$ cat src/rtl/tri_timer_pkg.sv
package tri_timer_pkg;

  // Direction of the most recent counter step.
  typedef enum logic {
    DIR_UP   = 1'b0,
    DIR_DOWN = 1'b1
  } tri_dir_e;

endpackage

$ cat src/rtl/tri_step_unit.sv
// Combinational next-value logic: picks the direction of the coming step
// (limits first, then a forced reversal, else keep going) and applies it.
module tri_step_unit
  import tri_timer_pkg::*;
#(
  parameter int WIDTH = 16
) (
  input  logic [WIDTH-1:0] cur_count,
  input  tri_dir_e         cur_dir,
  input  logic             force_rev,
  output logic [WIDTH-1:0] nxt_count,
  output tri_dir_e         nxt_dir,
  output logic             step_up
);

  localparam logic [WIDTH-1:0] TOP_VAL = '1;
  localparam logic [WIDTH-1:0] BOT_VAL = '0;
  localparam logic [WIDTH-1:0] ONE_VAL = WIDTH'(1);

  logic at_top;
  logic at_bot;

  always_comb begin
    at_top = (cur_count == TOP_VAL);
    at_bot = (cur_count == BOT_VAL);
    if (at_bot) begin
      step_up = 1'b1;
    end else if (at_top) begin
      step_up = 1'b0;
    end else if (force_rev) begin
      step_up = 1'b0;
    end else begin
      step_up = (cur_dir == DIR_UP);
    end
    nxt_count = step_up ? (cur_count + ONE_VAL) : (cur_count - ONE_VAL);
    nxt_dir   = step_up ? DIR_UP : DIR_DOWN;
  end

endmodule

$ cat src/rtl/tri_rev_delay.sv
// Tracks a reversal armed by an upward step out of the compare value and
// releases it after REV_DELAY further upward steps.
module tri_rev_delay #(
  parameter int REV_DELAY = 2
) (
  input  logic clk,
  input  logic rst,
  input  logic step,
  input  logic mode_en,
  input  logic up_step,
  input  logic at_cmp,
  output logic force_rev
);

  localparam int REM_W = (REV_DELAY > 2) ? $clog2(REV_DELAY) : 1;

  logic armed_q;

  generate
    if (REV_DELAY == 1) begin : g_single
      always_ff @(posedge clk) begin
        if (rst) begin
          armed_q <= 1'b0;
        end else if (step) begin
          if (!mode_en) begin
            armed_q <= 1'b0;
          end else if (armed_q) begin
            armed_q <= up_step;
          end else if (up_step && at_cmp) begin
            armed_q <= 1'b1;
          end
        end
      end
      assign force_rev = mode_en & armed_q;
    end else begin : g_multi
      localparam logic [REM_W-1:0] REM_INIT = REM_W'(REV_DELAY - 1);
      logic [REM_W-1:0] rem_q;

      always_ff @(posedge clk) begin
        if (rst) begin
          armed_q <= 1'b0;
          rem_q   <= '0;
        end else if (step) begin
          if (!mode_en) begin
            armed_q <= 1'b0;
          end else if (armed_q) begin
            if (!up_step) begin
              armed_q <= 1'b0;
            end else begin
              rem_q <= rem_q - 1'b1;
            end
          end else if (up_step && at_cmp) begin
            armed_q <= 1'b1;
            rem_q   <= REM_INIT;
          end
        end
      end
      assign force_rev = mode_en & armed_q & (rem_q == '0);
    end
  endgenerate

endmodule

$ cat src/rtl/tri_match_reg.sv
// Registered compare strobe: fires for the cycle in which the count has just
// stepped onto the compare value.
module tri_match_reg #(
  parameter int WIDTH = 16
) (
  input  logic             clk,
  input  logic             rst,
  input  logic             step,
  input  logic [WIDTH-1:0] nxt_count,
  input  logic [WIDTH-1:0] cmp_value,
  output logic             pulse
);

  always_ff @(posedge clk) begin
    if (rst) begin
      pulse <= 1'b0;
    end else begin
      pulse <= step && (nxt_count == cmp_value);
    end
  end

endmodule

$ cat src/rtl/tri_base_timer.sv
module tri_base_timer
  import tri_timer_pkg::*;
#(
  parameter int WIDTH     = 16,
  parameter int REV_DELAY = 2
) (
  input  logic             clk,
  input  logic             rst,
  input  logic             run_en,
  input  logic             rev_on_match,
  input  logic [WIDTH-1:0] cmp_value,
  output logic [WIDTH-1:0] count_value,
  output logic             count_down,
  output logic             match_pulse
);

  logic [WIDTH-1:0] count_q;
  tri_dir_e         dir_q;
  logic [WIDTH-1:0] nxt_count;
  tri_dir_e         nxt_dir;
  logic             step_up;
  logic             force_rev;
  logic             at_cmp;

  assign at_cmp = (count_q == cmp_value);

  tri_step_unit #(.WIDTH(WIDTH)) u_step (
    .cur_count (count_q),
    .cur_dir   (dir_q),
    .force_rev (force_rev),
    .nxt_count (nxt_count),
    .nxt_dir   (nxt_dir),
    .step_up   (step_up)
  );

  tri_rev_delay #(.REV_DELAY(REV_DELAY)) u_rev (
    .clk       (clk),
    .rst       (rst),
    .step      (run_en),
    .mode_en   (rev_on_match),
    .up_step   (step_up),
    .at_cmp    (at_cmp),
    .force_rev (force_rev)
  );

  tri_match_reg #(.WIDTH(WIDTH)) u_match (
    .clk       (clk),
    .rst       (rst),
    .step      (run_en),
    .nxt_count (nxt_count),
    .cmp_value (cmp_value),
    .pulse     (match_pulse)
  );

  always_ff @(posedge clk) begin
    if (rst) begin
      count_q <= '0;
      dir_q   <= DIR_UP;
    end else if (run_en) begin
      count_q <= nxt_count;
      dir_q   <= nxt_dir;
    end
  end

  assign count_value = count_q;
  assign count_down  = (dir_q == DIR_DOWN);

endmodule

$ cat config.mk
export PLATFORM = sky130hd
export DESIGN_NAME = tri_base_timer
export DESIGN_NICKNAME = d
export VERILOG_FILES = /design/src/rtl/tri_timer_pkg.sv /design/src/rtl/tri_step_unit.sv /design/src/rtl/tri_rev_delay.sv /design/src/rtl/tri_match_reg.sv /design/src/rtl/tri_base_timer.sv
export SDC_FILE = /design/constraint.sdc
export NUM_CORES = 1
export LEC_CHECK = 0
export BUFFER_PORTS_ARGS = -buffer_cell sky130_fd_sc_hd__buf_4
export CAP_MARGIN = 0
export CORE_UTILIZATION = 61
export DETAILED_ROUTE_END_ITERATION = 16
export PLACE_DENSITY = 0.95
export SLEW_MARGIN = 15
export SYNTH_ARGS = -nofsm -noshare
export SYNTH_HDL_FRONTEND = slang
export SYNTH_SLANG_ARGS = --single-unit
export TNS_END_PERCENT = 20
$ cat constraint.sdc
create_clock -name clk -period 7.1 [get_ports clk]
set_clock_uncertainty 0.15 [all_clocks]
set_input_delay 0 -clock clk [delete_from_list [all_inputs] [get_ports clk]]
set_output_delay 0 -clock clk [all_outputs]
set_load 0.005 [all_outputs]
==> results_dict.tcl <==
set metrics [dict create \
    rsz0062_at_grt "no" \
    clk_pin_slew_ns 0.14 \
    routed.top_layer "met4" \
    die_area_sq_mm 0.00374 \
    postCtsSetupRepairBufs 0 \
    min_path_type "input pin to flip-flop" \
    cts_tree "yes" \
    yosysSeqAreaShare_pct 18.8 \
    status "finished clean" \
    internal-power_mw 0.176 \
    crit_top_cell "dlygate4sd3_1" \
    wl_met2_mm 2.81 \
    cts_num_sinks 20 \
    grt_max_degree 24 \
    power.share.switching_pct 30.2 \
    drive_gt1_share_pct 17.7 \
    maxCapViolations 0 \
    p_leak_nw 1.04 \
    ctsLongestPathBuffers 2 \
    multi_input_area_sq_mm 0.00166 \
    max_stage_delay_ns 0.57 \
    fin_crit_ns 5.55 \
    synth-async-reset-ratio_pct 0 \
    core_area_sq_mm 0.00334 \
    cp_cell_sequence "nand4_1 -> nor4_1 -> a311oi_1 -> a41o_1 -> inv_1 -> ha_1 -> a211oi_2 -> o211ai_1 -> a221oi_4 -> a21oi_1 -> xnor2_1 -> xor2_1 -> nand2_1 -> dlygate4sd3_1 -> nor4_2 -> dlygate4sd3_1" \
    synth_area_sq_mm 0.00213 \
    setup_viol 0 \
    fmax_mhz 180 \
    antenna_found_initial 0 \
    fin_ws_ns 1.55 \
    wl_met3_um 416 \
    tightestPinTransition_ns 0.627 \
    setup.worst_path.start "count_value[1]" \
    std_cell_rows 21 \
    critPathMaxFanout 16 \
    cts_buffers 3 \
    synth_seq_cells 20 \
    drt_iter0_drc 148 \
    r2r_start "count_value[1]" \
    fin_tns_setup_ns 0 \
    grt_use_total_pct 33.5 \
    grt-ovfl-total 0 \
    area_growth_pct 18.6 \
    synth_area_leader_cell "dfxtp_1" \
    powerDensity_mw_per_mm2 99.5 \
    vias 2173 \
    die_x_um 61.2 \
    clock_latency_ns 0.34 \
    crit_arrival_ns 5.68 \
    crit_slowest_cell "dlygate4sd3_1" \
    dr.pass1.iters 4 \
    syn-num-nets 297 \
    synth_area_per_cell_sq_um 8.15 \
    comb_power_share_pct 22.3 \
    drtAntennaViolNets 0 \
    routed_wl_mm 5.90 \
    endpoint_kind "flip-flop" \
    nNetsFinal 335 \
    worstPathRequired_ns 7.24 \
    hold_viol_final 0 \
    io_buffers 37 \
    dp_slack_ns 2.57 \
    slew_viol_final 0 \
    worst_slew_margin_rel_pct 58.1 \
    clockRootBuffer "clkbuf_4" \
    synth_area_leaders "dfxtp_1 19%, xnor2_1 13%, ha_1 8.2%" \
    synth_edf_count 0 \
    layout_worst_path_cycle_share_pct 78.1 \
    syn_inst 262 \
    first_global_vias 1977 \
    fp.dieH_um 61.2 \
    viasPerCell 6.30 \
    nFillCells 240 \
    vdd_drop_max_uv 58.5 \
    ys_types 54 \
    dp.final_hpwl_mm 4.33 \
    synth_top_cell_area_share_pct 18.8 \
    gp_congestion 0.986 \
    synthTopCellsByCount "37 x nor2_1, 32 x xnor2_1, 20 x dfxtp_1, 15 x a21oi_1, 14 x ha_1" \
    critPathKind "flip-flop to flip-flop" \
    yosysMostFrequentCell "nor2_1" \
    drc 0 \
    ctsResizeCount 0 \
    m1WireLength_mm 2.51 \
    seqCellArea_sq_um 400 \
    wl_per_cell_um 17.1 \
    power.share.sequential_pct 47.6 \
    switching_power_mw 0.0761 \
    diodes 0 \
    clock_power_share_pct 30.1 \
    critical_path.startpoint_type "flip-flop" \
    min_from "cmp_value[1]" \
    h-tree-depth 1 \
    ys.flop_type "dfxtp_1" \
    ios 38 \
    synth_warnings 0 \
    initial_core_util_pct 64.0 \
    grt_pass1_wl_mm 9.11 \
]
[cell usage in the layout, fill, tap and decap left out, types with 2 or more instances in the layout]
master / Yosys / layout
dlygate4sd3_1: 0 / 7
xor2_1: 9 / 9
nor4_1: 7 / 7
xnor2_1: 32 / 32
ha_1: 14 / 14
nand2b_1: 5 / 5
dfxtp_1: 20 / 20
a211oi_2: 2 / 2
o21ai_0: 10 / 10
or3_1: 3 / 3
a41o_1: 2 / 2
nor2_1: 37 / 37
clkbuf_4: 0 / 3
xnor3_1: 2 / 2
o21bai_1: 2 / 2
nand4_1: 9 / 9
inv_1: 7 / 7
nor3_1: 4 / 4
a211oi_1: 7 / 7
a21o_1: 2 / 2
a21oi_1: 15 / 15
o211ai_1: 2 / 2
nand3_1: 4 / 4
a311oi_1: 2 / 2
or2_2: 4 / 4
nand2_1: 11 / 11
buf_4: 0 / 37
mux2i_1: 13 / 13
[what timing repair did]
| action | in CTS | in global routing |
|---|---|---|
| endpoints found under the hold margin | 20 | 0 |
| setup endpoints to repair | 0 | 0 |
| hold buffers | 7 | 0 |
[registers in the layout, summed over array words and instances, names as in the netlist]
register,cells
count_value,16
count_down,1
u_rev.armed_q,1
u_match.pulse,1
u_rev.g_multi.rem_q,1
[area by class of cell]
type                    count  area share (%)
multi-input cells         224            65.7
flip-flops and latches     20            15.8
repair buffers             44            13.7
well taps                  46            2.27
clock buffers               4            1.43
inverters                   7            1.04
[critical path, delay by kind of cell (launching register included)]
kind            cells  cell delay, ns
xor+xnor            2            0.46
buf+inv             3            1.60
compound gates      6            1.59
simple gates        4            0.74
flops               1            0.55
fa+ha+maj           1            0.41
[path summary, 6_finish.rpt]
kind                               to  slack [ns]  cells past startpoint
hold / removal    u_rev.g_multi.rem_q        0.11                      6
setup / recovery        u_match.pulse        1.55                     16
setup reg to reg        u_match.pulse        1.55                     16
hold reg to reg   u_rev.g_multi.rem_q        0.34                      2
[stage by stage]
| stage | hold WS [ns] | area [sq um] | utilization (%) | instances | total power [mW] |
|---|---|---|---|---|---|
| 2_1_floorplan | 0.0222 | 2130 | - | 262 | 0.151 |
| 3_3_place_gp | 0.180 | 2420 | 72.7 | 334 | 0.173 |
| 3_5_place_dp | 0.193 | 2420 | 72.7 | 334 | 0.174 |
| 4_1_cts | 0.123 | 2530 | 75.9 | 345 | 0.249 |
| 5_1_grt | 0.159 | 2530 | 75.9 | 345 | 0.260 |
| 6_report | 0.115 | 2530 | 75.9 | 345 | 0.252 |
[cells by family after synthesis]
kind of cell / share of synthesized area (%)
AOI/OAI and AO/OA: 22.0
xor gates and xnor gates: 18.9
adders and majority gates: 9.14
buffers and inverters: 3.34
DFF: 18.8
muxes: 6.10
and+or+nand+nor: 21.7
[power by group through the flow]
stage / Clock (mW) / Sequential (mW) / Combinational, mW
2_1_floorplan: 0 / 0.121 / 0.0303
3_3_place_gp: 0 / 0.122 / 0.0509
4_1_cts: 0.0742 / 0.120 / 0.0552
5_1_grt: 0.0791 / 0.121 / 0.0602
6_report: 0.0759 / 0.120 / 0.0563
3_5_place_dp: 0 / 0.122 / 0.0518
[metal layers]
| layer | vias up | GRT usage [%] |
|---|---|---|
| met2 | 111 | 54.7 |
| met3 | 17 | 4.83 |
| met5 | - | 0 |
| li1 | 1040 | - |
| met1 | 1005 | 42.9 |
| met4 | 0 | 16.9 |
Power figures use the tool's default switching activity.
